--- config.mk ---
export PLATFORM = sky130hd
export DESIGN_NAME = spi_reg_master
export DESIGN_NICKNAME = d
export VERILOG_FILES = /design/src/rtl/spi_reg_pkg.sv /design/src/rtl/spi_reg_ctrl.sv /design/src/rtl/spi_reg_dp.sv /design/src/rtl/spi_reg_master.sv
export SDC_FILE = /design/constraint.sdc
export NUM_CORES = 1
export LEC_CHECK = 0
export ABC_AREA = 0
export ABC_CLOCK_PERIOD_IN_PS = 4000
export CORE_MARGIN = 2
export CORE_UTILIZATION = 48
export DETAILED_ROUTE_END_ITERATION = 12
export MAX_ROUTING_LAYER = met4
export PLACE_DENSITY = 0.78
export SYNTH_ARGS = -nofsm -noshare
export SYNTH_HDL_FRONTEND = slang
export SYNTH_SLANG_ARGS = --single-unit
--- constraint.sdc ---
create_clock -name clk -period 4 [get_ports clk]
set_clock_uncertainty 0.1 [all_clocks]
set_input_delay 1.2 -clock clk [delete_from_list [all_inputs] [get_ports clk]]
set_output_delay 1.2 -clock clk [all_outputs]
set_load 0.02 [all_outputs]
--- src/rtl/spi_reg_pkg.sv ---
package spi_reg_pkg;

  // Byte offsets of the register words
  localparam int OFS_CTRL = 'h00;
  localparam int OFS_STAT = 'h04;
  localparam int OFS_SYS  = 'h08;
  localparam int OFS_TX   = 'h0C;
  localparam int OFS_RX   = 'h10;

  // Status bit positions
  localparam int ST_BUSY = 0;
  localparam int ST_RXF  = 2;

  // Strobes from the sequencer to the shifting datapath
  typedef struct packed {
    logic start;   // load the transmit byte, begin the frame
    logic toggle;  // an SCLK edge happens now
    logic sample;  // capture MISO
    logic launch;  // move MOSI to the next bit
    logic finish;  // frame done, move the received byte to the buffer
  } seqStrobe_t;

endpackage

--- src/rtl/spi_reg_ctrl.sv ---
module spi_reg_ctrl
  import spi_reg_pkg::*;
#(
  parameter int ADDR_W  = 5,
  parameter int DATA_W  = 32,
  parameter int FRAME_W = 8,
  parameter int DIV_W   = 5,
  parameter int PRE_LO  = 16,
  parameter int PRE_HI  = 128
) (
  input  logic               clk,
  input  logic               rstN,
  input  logic [ADDR_W-1:0]  regAddr,
  input  logic               regWe,
  input  logic [DATA_W-1:0]  regWdata,
  input  logic               regRe,
  output logic [DATA_W-1:0]  regRdata,
  input  logic [FRAME_W-1:0] rxByte,
  output seqStrobe_t         strb,
  output logic               active,
  output logic [DIV_W+2:0]   ctrlByte,
  output logic               enable,
  output logic               rxFull,
  output logic [FRAME_W-1:0] txByte
);

  localparam int CTRL_W    = DIV_W + 3;
  localparam int PRE_BIT   = DIV_W;
  localparam int CPHA_BIT  = DIV_W + 2;
  localparam int LAST_EDGE = 2 * FRAME_W;
  localparam int END_EDGE  = 2 * FRAME_W + 1;
  localparam int EDGE_W    = $clog2(END_EDGE + 1);
  localparam int CNT_W     = $clog2(PRE_HI * (2 ** DIV_W) + 1);

  localparam logic [ADDR_W-1:0] A_CTRL = ADDR_W'(OFS_CTRL);
  localparam logic [ADDR_W-1:0] A_STAT = ADDR_W'(OFS_STAT);
  localparam logic [ADDR_W-1:0] A_SYS  = ADDR_W'(OFS_SYS);
  localparam logic [ADDR_W-1:0] A_TX   = ADDR_W'(OFS_TX);
  localparam logic [ADDR_W-1:0] A_RX   = ADDR_W'(OFS_RX);

  logic [CTRL_W-1:0] ctrlReg, cfgReg;
  logic              enReg;
  logic [CNT_W-1:0]  halfCnt, halfM1, preVal, divPlus;
  logic [EDGE_W-1:0] edgeNum, nextEdge;
  logic              tick, leading, cfgCpha, txWrite, rxRead, statWrite;
  logic              unusedWdata;

  assign unusedWdata = ^regWdata[DATA_W-1:CTRL_W];

  assign txWrite   = regWe && (regAddr == A_TX);
  assign rxRead    = regRe && (regAddr == A_RX);
  assign statWrite = regWe && (regAddr == A_STAT);

  // Half-period length from the copied control byte
  always_comb begin
    preVal  = cfgReg[PRE_BIT] ? CNT_W'(PRE_HI) : CNT_W'(PRE_LO);
    divPlus = CNT_W'(cfgReg[DIV_W-1:0]) + CNT_W'(1);
    halfM1  = preVal * divPlus - CNT_W'(1);
  end

  assign cfgCpha  = cfgReg[CPHA_BIT];
  assign tick     = active && (halfCnt == halfM1);
  assign nextEdge = edgeNum + EDGE_W'(1);
  assign leading  = nextEdge[0];

  always_comb begin
    strb        = '0;
    strb.start  = txWrite && enReg && !active;
    strb.toggle = tick && (nextEdge <= EDGE_W'(LAST_EDGE));
    strb.finish = tick && (nextEdge == EDGE_W'(END_EDGE));
    strb.sample = strb.toggle && (cfgCpha ? !leading : leading);
    strb.launch = strb.toggle &&
                  (cfgCpha ? (leading && (nextEdge != EDGE_W'(1))) : !leading);
  end

  // Frame sequencer
  always_ff @(posedge clk or negedge rstN) begin
    if (!rstN) begin
      active  <= 1'b0;
      halfCnt <= '0;
      edgeNum <= '0;
      cfgReg  <= '0;
    end else if (strb.start) begin
      active  <= 1'b1;
      halfCnt <= '0;
      edgeNum <= '0;
      cfgReg  <= ctrlReg;
    end else if (active) begin
      if (tick) begin
        halfCnt <= '0;
        edgeNum <= nextEdge;
        if (strb.finish) active <= 1'b0;
      end else begin
        halfCnt <= halfCnt + CNT_W'(1);
      end
    end
  end

  // Software-visible registers
  always_ff @(posedge clk or negedge rstN) begin
    if (!rstN) begin
      ctrlReg <= '0;
      enReg   <= 1'b0;
      rxFull  <= 1'b0;
    end else begin
      if (regWe && (regAddr == A_CTRL)) ctrlReg <= regWdata[CTRL_W-1:0];
      if (regWe && (regAddr == A_SYS))  enReg   <= regWdata[0];
      if (strb.finish)                          rxFull <= 1'b1;
      else if (rxRead)                          rxFull <= 1'b0;
      else if (statWrite && !regWdata[ST_RXF])  rxFull <= 1'b0;
    end
  end

  always_comb begin
    regRdata = '0;
    case (regAddr)
      A_CTRL: regRdata[CTRL_W-1:0] = ctrlReg;
      A_STAT: begin
        regRdata[ST_BUSY] = active;
        regRdata[ST_RXF]  = rxFull;
      end
      A_SYS:  regRdata[0] = enReg;
      A_RX:   regRdata[FRAME_W-1:0] = rxByte;
      default: regRdata = '0;
    endcase
  end

  assign ctrlByte = ctrlReg;
  assign enable   = enReg;
  assign txByte   = regWdata[FRAME_W-1:0];

endmodule

--- src/rtl/spi_reg_dp.sv ---
module spi_reg_dp
  import spi_reg_pkg::*;
#(
  parameter int FRAME_W = 8
) (
  input  logic               clk,
  input  logic               rstN,
  input  seqStrobe_t         strb,
  input  logic               active,
  input  logic               idleCpol,
  input  logic [FRAME_W-1:0] txByte,
  input  logic               spiMiso,
  output logic               spiSclk,
  output logic               spiMosi,
  output logic               spiCsN,
  output logic [FRAME_W-1:0] rxByte
);

  logic [FRAME_W-1:0] txSh, rxSh, rxBuf;
  logic               sclkInt;

  always_ff @(posedge clk or negedge rstN) begin
    if (!rstN) begin
      txSh    <= '0;
      rxSh    <= '0;
      rxBuf   <= '0;
      sclkInt <= 1'b0;
    end else begin
      if (strb.start) begin
        txSh    <= txByte;
        sclkInt <= idleCpol;
      end else begin
        if (strb.toggle) sclkInt <= ~sclkInt;
        if (strb.launch) txSh <= {txSh[FRAME_W-2:0], 1'b0};
        if (strb.sample) rxSh <= {rxSh[FRAME_W-2:0], spiMiso};
      end
      if (strb.finish) rxBuf <= rxSh;
    end
  end

  assign spiSclk = active ? sclkInt : idleCpol;
  assign spiMosi = txSh[FRAME_W-1];
  assign spiCsN  = ~active;
  assign rxByte  = rxBuf;

endmodule

--- src/rtl/spi_reg_master.sv ---
module spi_reg_master
  import spi_reg_pkg::*;
#(
  parameter int ADDR_W  = 5,
  parameter int DATA_W  = 32,
  parameter int FRAME_W = 8,
  parameter int DIV_W   = 5,
  parameter int PRE_LO  = 16,
  parameter int PRE_HI  = 128
) (
  input  logic              clk,
  input  logic              rstN,
  input  logic [ADDR_W-1:0] regAddr,
  input  logic              regWe,
  input  logic [DATA_W-1:0] regWdata,
  input  logic              regRe,
  output logic [DATA_W-1:0] regRdata,
  input  logic              spiMiso,
  output logic              spiSclk,
  output logic              spiMosi,
  output logic              spiCsN
);

  localparam int CTRL_W = DIV_W + 3;

  seqStrobe_t         strb;
  logic               active, enable, rxFull;
  logic [CTRL_W-1:0]  ctrlByte;
  logic [FRAME_W-1:0] txByte, rxByte;

  spi_reg_ctrl #(
    .ADDR_W(ADDR_W), .DATA_W(DATA_W), .FRAME_W(FRAME_W),
    .DIV_W(DIV_W), .PRE_LO(PRE_LO), .PRE_HI(PRE_HI)
  ) u_ctrl (
    .clk(clk), .rstN(rstN), .regAddr(regAddr), .regWe(regWe),
    .regWdata(regWdata), .regRe(regRe), .regRdata(regRdata),
    .rxByte(rxByte), .strb(strb), .active(active), .ctrlByte(ctrlByte),
    .enable(enable), .rxFull(rxFull), .txByte(txByte)
  );

  spi_reg_dp #(.FRAME_W(FRAME_W)) u_dp (
    .clk(clk), .rstN(rstN), .strb(strb), .active(active),
    .idleCpol(ctrlByte[CTRL_W-2]), .txByte(txByte), .spiMiso(spiMiso),
    .spiSclk(spiSclk), .spiMosi(spiMosi), .spiCsN(spiCsN), .rxByte(rxByte)
  );

endmodule

==> results of run 1 <==
## power by group through the flow
stage	Sequential, mW	Clock, mW	Combinational, mW
floorplan	0.723	0	0.436
global placement	0.739	0	0.551
detailed placement	0.744	0	0.567
CTS	0.732	0.568	0.639
global route	0.740	0.603	0.850
finish	0.735	0.565	0.790
## state kept, by name (all words and copies together) (netlist names)
signal	flops
u_dp.sclkInt	1
u_dp.txSh	8
u_dp.rxSh	8
u_ctrl.edgeNum	5
u_dp.rxByte	8
u_ctrl.enable	1
u_ctrl.halfCnt	13
u_ctrl.cfgReg	7
u_ctrl.rxFull	1
u_ctrl.active	1
u_ctrl.ctrlByte	8
## timing repair
| action | in CTS | in global routing |
|---|---|---|
| resized for setup | 49 | 37 |
| setup endpoints to repair | 50 | 46 |
| buffers inserted | 13 | 6 |
| gates cloned | 1 | 0 |
| pin swaps | 10 | 28 |
## cell families (layout without fill, tap and decap cells)
kind of cell,Yosys count,after routing
buffers and inverters,49,102
AO/OA/AOI/OAI,41,41
adder cells (fa/ha/maj),22,22
AND/OR/NAND/NOR,157,158
multiplexers,48,48
flip-flops,61,61
XOR/XNOR,34,34
other,1,24
## worst reg2reg max path: cells and delay by family (launching register included)
| kind | cells | cell delay, ns |
|---|---|---|
| and+or+nand+nor | 5 | 1.14 |
| muxes | 1 | 0.34 |
| buffers and inverters | 2 | 0.31 |
| DFF | 1 | 0.42 |
| AOI/OAI and AO/OA | 1 | 0.24 |
| adders and majority gates | 4 | 1.14 |
| xor gates and xnor gates | 2 | 0.27 |
## worst min-delay path by stage
stage,start,to,slack [ns],cells after the start
finish,u_ctrl.ctrlByte[0],u_ctrl.cfgReg[0],0.41,2
detailed placement,u_ctrl.ctrlByte[7],u_ctrl.cfgReg[7],0.39,2
floorplan,u_ctrl.ctrlByte[0],u_ctrl.cfgReg[0],0.35,2
global route,u_dp.rxByte[7],u_dp.rxByte[7],0.44,1
global placement,u_ctrl.ctrlByte[2],u_ctrl.cfgReg[2],0.38,2
CTS,u_ctrl.ctrlByte[7],u_ctrl.cfgReg[7],0.41,2
## routing by layer
layer	global-route usage	routed length (um)
met2	0.363	5120
met3	0.0474	486
met4	0.0640	191
met5	-	0
met1	0.272	4090
## cell usage in the layout (no fill, tap or decap), types with 4 or more instances in the layout
master and instances:
dfrtp_1 59, inv_1 13, conb_1 24, xnor2_1 16
buf_2 7, buf_4 38, mux2_4 4, o21ai_0 10
nand3_2 4, xor2_1 8, mux2_2 28, xnor2_4 4
buf_6 6, nand4_1 9, or3_1 4, ha_1 16
clkdlybuf4s50_1 19, mux2i_1 15, nand2_1 64, nor2_1 35
xnor2_2 4, clkbuf_8 9, nand3_1 8, a21oi_1 8
ha_4 6
## area by class of cell
| type | count | area share |
|---|---|---|
| multi-input cells | 327 | 0.505 |
| flip-flops and latches | 61 | 0.300 |
| repair buffers | 73 | 0.121 |
| well taps | 105 | 0.0258 |
| clock buffers | 9 | 0.0243 |
| clock inverters | 7 | 0.0147 |
| inverters | 13 | 0.00957 |
==> results.yml, run 1 <==
run_status:
  status: "finished with violations"
  failed_checks: "negative setup slack"
setup_path:
  crit_family: "simple AND/OR/NAND/NOR gates"
  crit_start: "u_ctrl.cfgReg[1]"
  r2r.worst_path.cells: 15
  cp_max_fo: 5
  required_ns: 4.13
  cp-endpoint: "u_dp.rxByte[7]"
  critPathBufInv: 2
  crit_top_cell: "ha_4"
  crit_path_start_kind: "register"
  worst_r2r_endpoint: "u_dp.rxByte[7]"
  path_depth: 15
  cpPeakStageDelay_ns: 0.51
  critPathArrivalTime_ns: 4.21
  cp_slowest_cell: "or4_4"
  cp_cell_sequence: "nand2_2 > or4_4 > ha_4 > xnor2_2 > ha_1 > ha_4 > ha_4 > buf_6 > nand4_1 > o21ai_2 > xnor2_4 > nor4_4 > buf_4 > nand4_4 > mux2_4"
  critPathKind: "reg2reg"
  cp-end-kind: "register"
  worst-r2r-setup-slack_ns: -0.08
  r2r_start: "u_ctrl.cfgReg[1]"
logic_synthesis:
  synth_area_um2: 3990
  synth_compound_area_frac: 0.0680
  yosys_warnings: 0
  synth-edff-count: 0
  ys_async_sr_fraction: 1.00
  synth.area.top_cells: "dfrtp_1, mux2_2, ha_1, nand2_1, xnor2_1"
  yosys-top-cells-count: "nand2_1, dfrtp_1, nor2_1, mux2_2, buf_4"
  synth_fa_ha_area_frac: 0.0689
  synth-xor-area-share: 0.0811
  ys_ff_latch: 61
  synth_top_area_cell: "dfrtp_1"
  synthFlopType: "dfrtp_1"
  ys_types: 54
  syn_area_per_cell_um2: 9.67
  netlist_instances: 413
  synth-simple-area-share: 0.198
  synth_top_family_by_area: "simple AND/OR/NAND/NOR gates"
  synthMostInstantiatedCell: "nand2_1"
  synth_mux_area_frac: 0.131
  synth_top_area_share: 0.382
  ys_seq_area_frac: 0.382
pwr:
  pwr-share-comb: 0.378
  p_per_area_nw_per_um2: 410
  power_frac_seq: 0.352
  vdd_drop_max_mv: 0.271
  intPower_mw: 1.33
  swShare: 0.361
  power_switching_mw: 0.755
  p_leak_nw: 2.49
  p_clk_frac: 0.270
  power.total_mw: 2.09
floorplan:
  dieArea_um2: 9070
  die_w_um: 95.2
  start_util: 0.491
  core_area_um2: 8130
  io_pins: 77
  die_height_um: 95.2
  rows: 33
cts:
  htreeDepth: 3
  clock_latency_ns: 0.36
  cts_buffers: 9
  cts.sinks: 61
  clkTransAtPathRegs_ns: 0.08
  cts_hold_buffers: 0
  cts_max_path_buffers: 2
  cts_tree: "yes"
  root_buffer: "clkbuf_8"
place:
  placed_area_um2: 4500
  dp.cells: 560
  pre_cts_ws_ns: -0.617
  post-dp-hpwl_um: 6270
  gp_congestion: 0.842
  io_buffers: 28
sta:
  fin_crit_sh: 1.02
  fin_tns_setup_ns: -0.395
  max_freq_mhz: 245
  setup_viol: 16
  final-max-slew-violation-count: 0
  holdWs_ns: 0.409
  post-route-min-period_ns: 4.08
  finalHoldViolations: 0
  rsz0062_at_grt: "yes"
  worst_slack_ns: -0.0770
cells_and_area:
  final_util: 0.627
  final_nets: 549
  fill_cells: 595
  drive_gt1_frac: 0.318
  antenna_cells: 0
  design_area_um2: 5100
  multi_input_area_um2: 2570
  area.sequential_um2: 1530
  fin_cells: 595
  area_growth_pct: 27.7
grt:
  grt_pass1_wl_um: 14800
  grt_max_degree: 32
  antenna_found_initial: 0
  grt_use_total: 0.220
  first_global_vias: 3084
  grt_overflow: 0
route:
  avgViaCountPerCell: 5.41
  route.detailed.drc: 0
  dr.pass1.iters: 4
  drt-initial-drc-count: 184
  wire_per_inst_um: 16.6
  drtAntennaViolNets: 0
  totalWireLength_um: 9890
  via_count: 3216
run:
  max_cap_violations: 0
min_path:
  hold_class: "reg2reg"
Power figures use the tool's default switching activity.
==> inputs of run 2 (changes only) <==
--- a/config.mk
+++ b/config.mk
@@ -7,11 +7,13 @@
 export LEC_CHECK = 0
 export ABC_AREA = 0
 export ABC_CLOCK_PERIOD_IN_PS = 4000
+export CELL_PAD_IN_SITES_DETAIL_PLACEMENT = 2
+export CELL_PAD_IN_SITES_GLOBAL_PLACEMENT = 2
 export CORE_MARGIN = 2
-export CORE_UTILIZATION = 48
+export CORE_UTILIZATION = 29
 export DETAILED_ROUTE_END_ITERATION = 12
 export MAX_ROUTING_LAYER = met4
-export PLACE_DENSITY = 0.78
+export PLACE_DENSITY_LB_ADDON = 0.1
 export SYNTH_ARGS = -nofsm -noshare
 export SYNTH_HDL_FRONTEND = slang
 export SYNTH_SLANG_ARGS = --single-unit
==> run 2 against run 1 <==
  * The run still ends with negative setup slack left
  * Sequential power is 1% higher
  * Die area is 62% higher
  * Final area is 8.0% higher
  * Routed wire length is 22% higher
  * Sequential share of layout area is 2.2 points lower
  * Register-to-register slack better by 0.05 ns
  * Utilization is 21 points lower
  * Global-route usage is 4.4 points lower
  * Sequential cell count stayed put
  * Critical endpoint is now u_dp.rxSh[5]
  * Largest cell class unchanged
==> results.yml, run 2 (synthesized netlist as in run 1, its figures left out) <==
cells_and_area:
  area_growth_pct: 37.9
  design_area_um2: 5510
  mostFrequentLayoutCells: "nand2_1, dfrtp_1, buf_4, nor2_1, mux2_2"
  top_register: "u_ctrl.halfCnt"
  final_util: 0.413
  final_nets: 557
  layout_commonest_cell: "nand2_1"
  antenna_cells: 0
  fill_cells: 1457
  drive_gt1_frac: 0.343
  largest_register_ff_count: 13
grt:
  grt_pass1_wl_um: 19000
  grt_overflow: 0
  antenna_found_initial: 0
  top_usage_layer: "met2"
  globalRouteMet3Util: 0.0310
  grt_max_degree: 62
  grt_use_met2: 0.290
  grt_use_total: 0.176
  use_met1: 0.222
  first_global_vias: 3541
cts:
  clock_latency_ns: 0.34
  clkTransAtPathRegs_ns: 0.05
  htreeDepth: 3
  cts_tree: "yes"
  cts_hold_buffers: 0
  cts.sinks: 61
  cts_max_path_buffers: 2
  root_buffer: "clkbuf_16"
  cts_buffers: 9
place:
  gp_congestion: 0.754
  post-dp-hpwl_um: 8370
  placed_area_um2: 4700
  io_buffers: 28
run_status:
  status: "finished with violations"
  failed_checks: "negative setup slack"
floorplan:
  rows: 42
  start_util: 0.299
  dieArea_um2: 14700
  die_w_um: 121
  core_area_um2: 13300
  die_height_um: 121
  io_pins: 77
pwr:
  p_per_area_nw_per_um2: 463
  vdd_drop_max_mv: 0.352
  p_leak_nw: 2.61
  power.total_mw: 2.55
setup_path:
  crit_top_cell: "ha_4"
  critPathArrivalTime_ns: 4.15
  cp-end-kind: "register"
  cp_cell_sequence: "nand2_2 > or4_4 > ha_4 > xnor2_2 > ha_4 > ha_4 > ha_4 > xnor2_4 > buf_6 > o31ai_4 > o21ai_2 > nor4_4 > buf_6 > nand3_4 > mux2_4"
  crit_family: "simple AND/OR/NAND/NOR gates"
  cp_slowest_cell: "or4_4"
  cpPeakStageDelay_ns: 0.52
  crit_path_start_kind: "register"
  critPathBufInv: 2
  crit_start: "u_ctrl.cfgReg[3]"
  cp_max_fo: 8
  required_ns: 4.12
  critPathKind: "reg2reg"
  r2r_start: "u_ctrl.cfgReg[3]"
min_path:
  hold_class: "reg2reg"
  hp-start: "u_ctrl.ctrlByte[1]"
sta:
  post-route-min-period_ns: 4.03
  relSlewSlack: 0.439
  fin_tns_setup_ns: -0.0360
  max_freq_mhz: 248
  final-max-slew-violation-count: 0
  worst_slack_ns: -0.0281
  setup_viol: 3
  fin_crit_sh: 1.01
  worstMarginPinSlew_ns: 0.841
  rsz0062_at_grt: "yes"
  holdWs_ns: 0.404
  finalHoldViolations: 0
route:
  via_count: 3230
  drt-initial-drc-count: 94
  drtAntennaViolNets: 0
  avgViaCountPerCell: 4.79
  route.detailed.drc: 0
  totalWireLength_um: 12100
  dr.pass1.iters: 4
  wire_per_inst_um: 17.9
run:
  max_cap_violations: 0
[run 2: layout make-up]
| cell class | count | area [um2] | share of cell area |
|---|---|---|---|
| Clock buffer | 12 | 246 | 0.0448 |
| Clock inverter | 4 | 95.1 | 0.0173 |
| Inverter | 13 | 48.8 | 0.00886 |
| Multi-Input combinational cell | 327 | 2640 | 0.480 |
| Sequential cell | 61 | 1530 | 0.278 |
| Tap cell | 176 | 220 | 0.0400 |
| Timing Repair Buffer | 81 | 724 | 0.132 |
[run 2: worst paths after layout]
kind | endpoint | slack [ns] | depth (start not counted)
max reg2reg | u_dp.rxSh[5] | -0.03 | 15
max | u_dp.rxSh[5] | -0.03 | 15
min reg2reg | u_ctrl.cfgReg[1] | 0.40 | 2
min in group asynchronous | u_ctrl.halfCnt[10] | 0.92 | 2
max in group asynchronous | u_ctrl.cfgReg[0] | 2.25 | 2
min | u_ctrl.cfgReg[1] | 0.40 | 2
[run 2: layer usage]
| metal | share of wire | wire length, um |
|---|---|---|
| met3 | 0.023 | 276 |
| met4 | 0.012 | 150 |
| met1 | 0.46 | 5590 |
| met2 | 0.50 | 6060 |
| met5 | 0 | 0 |
[run 2: repair_timing]
item | CTS | global route
buffers inserted | 9 | 8
resized for setup | 69 | 34
endpoints found under the hold margin | 0 | 0
pin swaps | 20 | 23
cloned | 1 | 0
setup endpoints to repair | 52 | 49
[run 2: report_power, final]
part           total, mW  internal [mW]  switching, mW
sequential         0.742          0.675         0.0668
clock              0.912          0.625          0.288
combinational      0.893          0.445          0.448
[run 2: stage by stage]
stage	cells	setup slack [ns]
finish	674	-0.0281
CTS	666	-0.0887
global route	674	-0.172
floorplan	436	0.0356
global placement	641	-0.538
detailed placement	641	-0.591
[run 2: worst min-delay path, cell delays in order, from the launching register on]
cell	delay (ns)
dfrtp_1	0.36
nand2_1	0.06
nand2_1	0.05
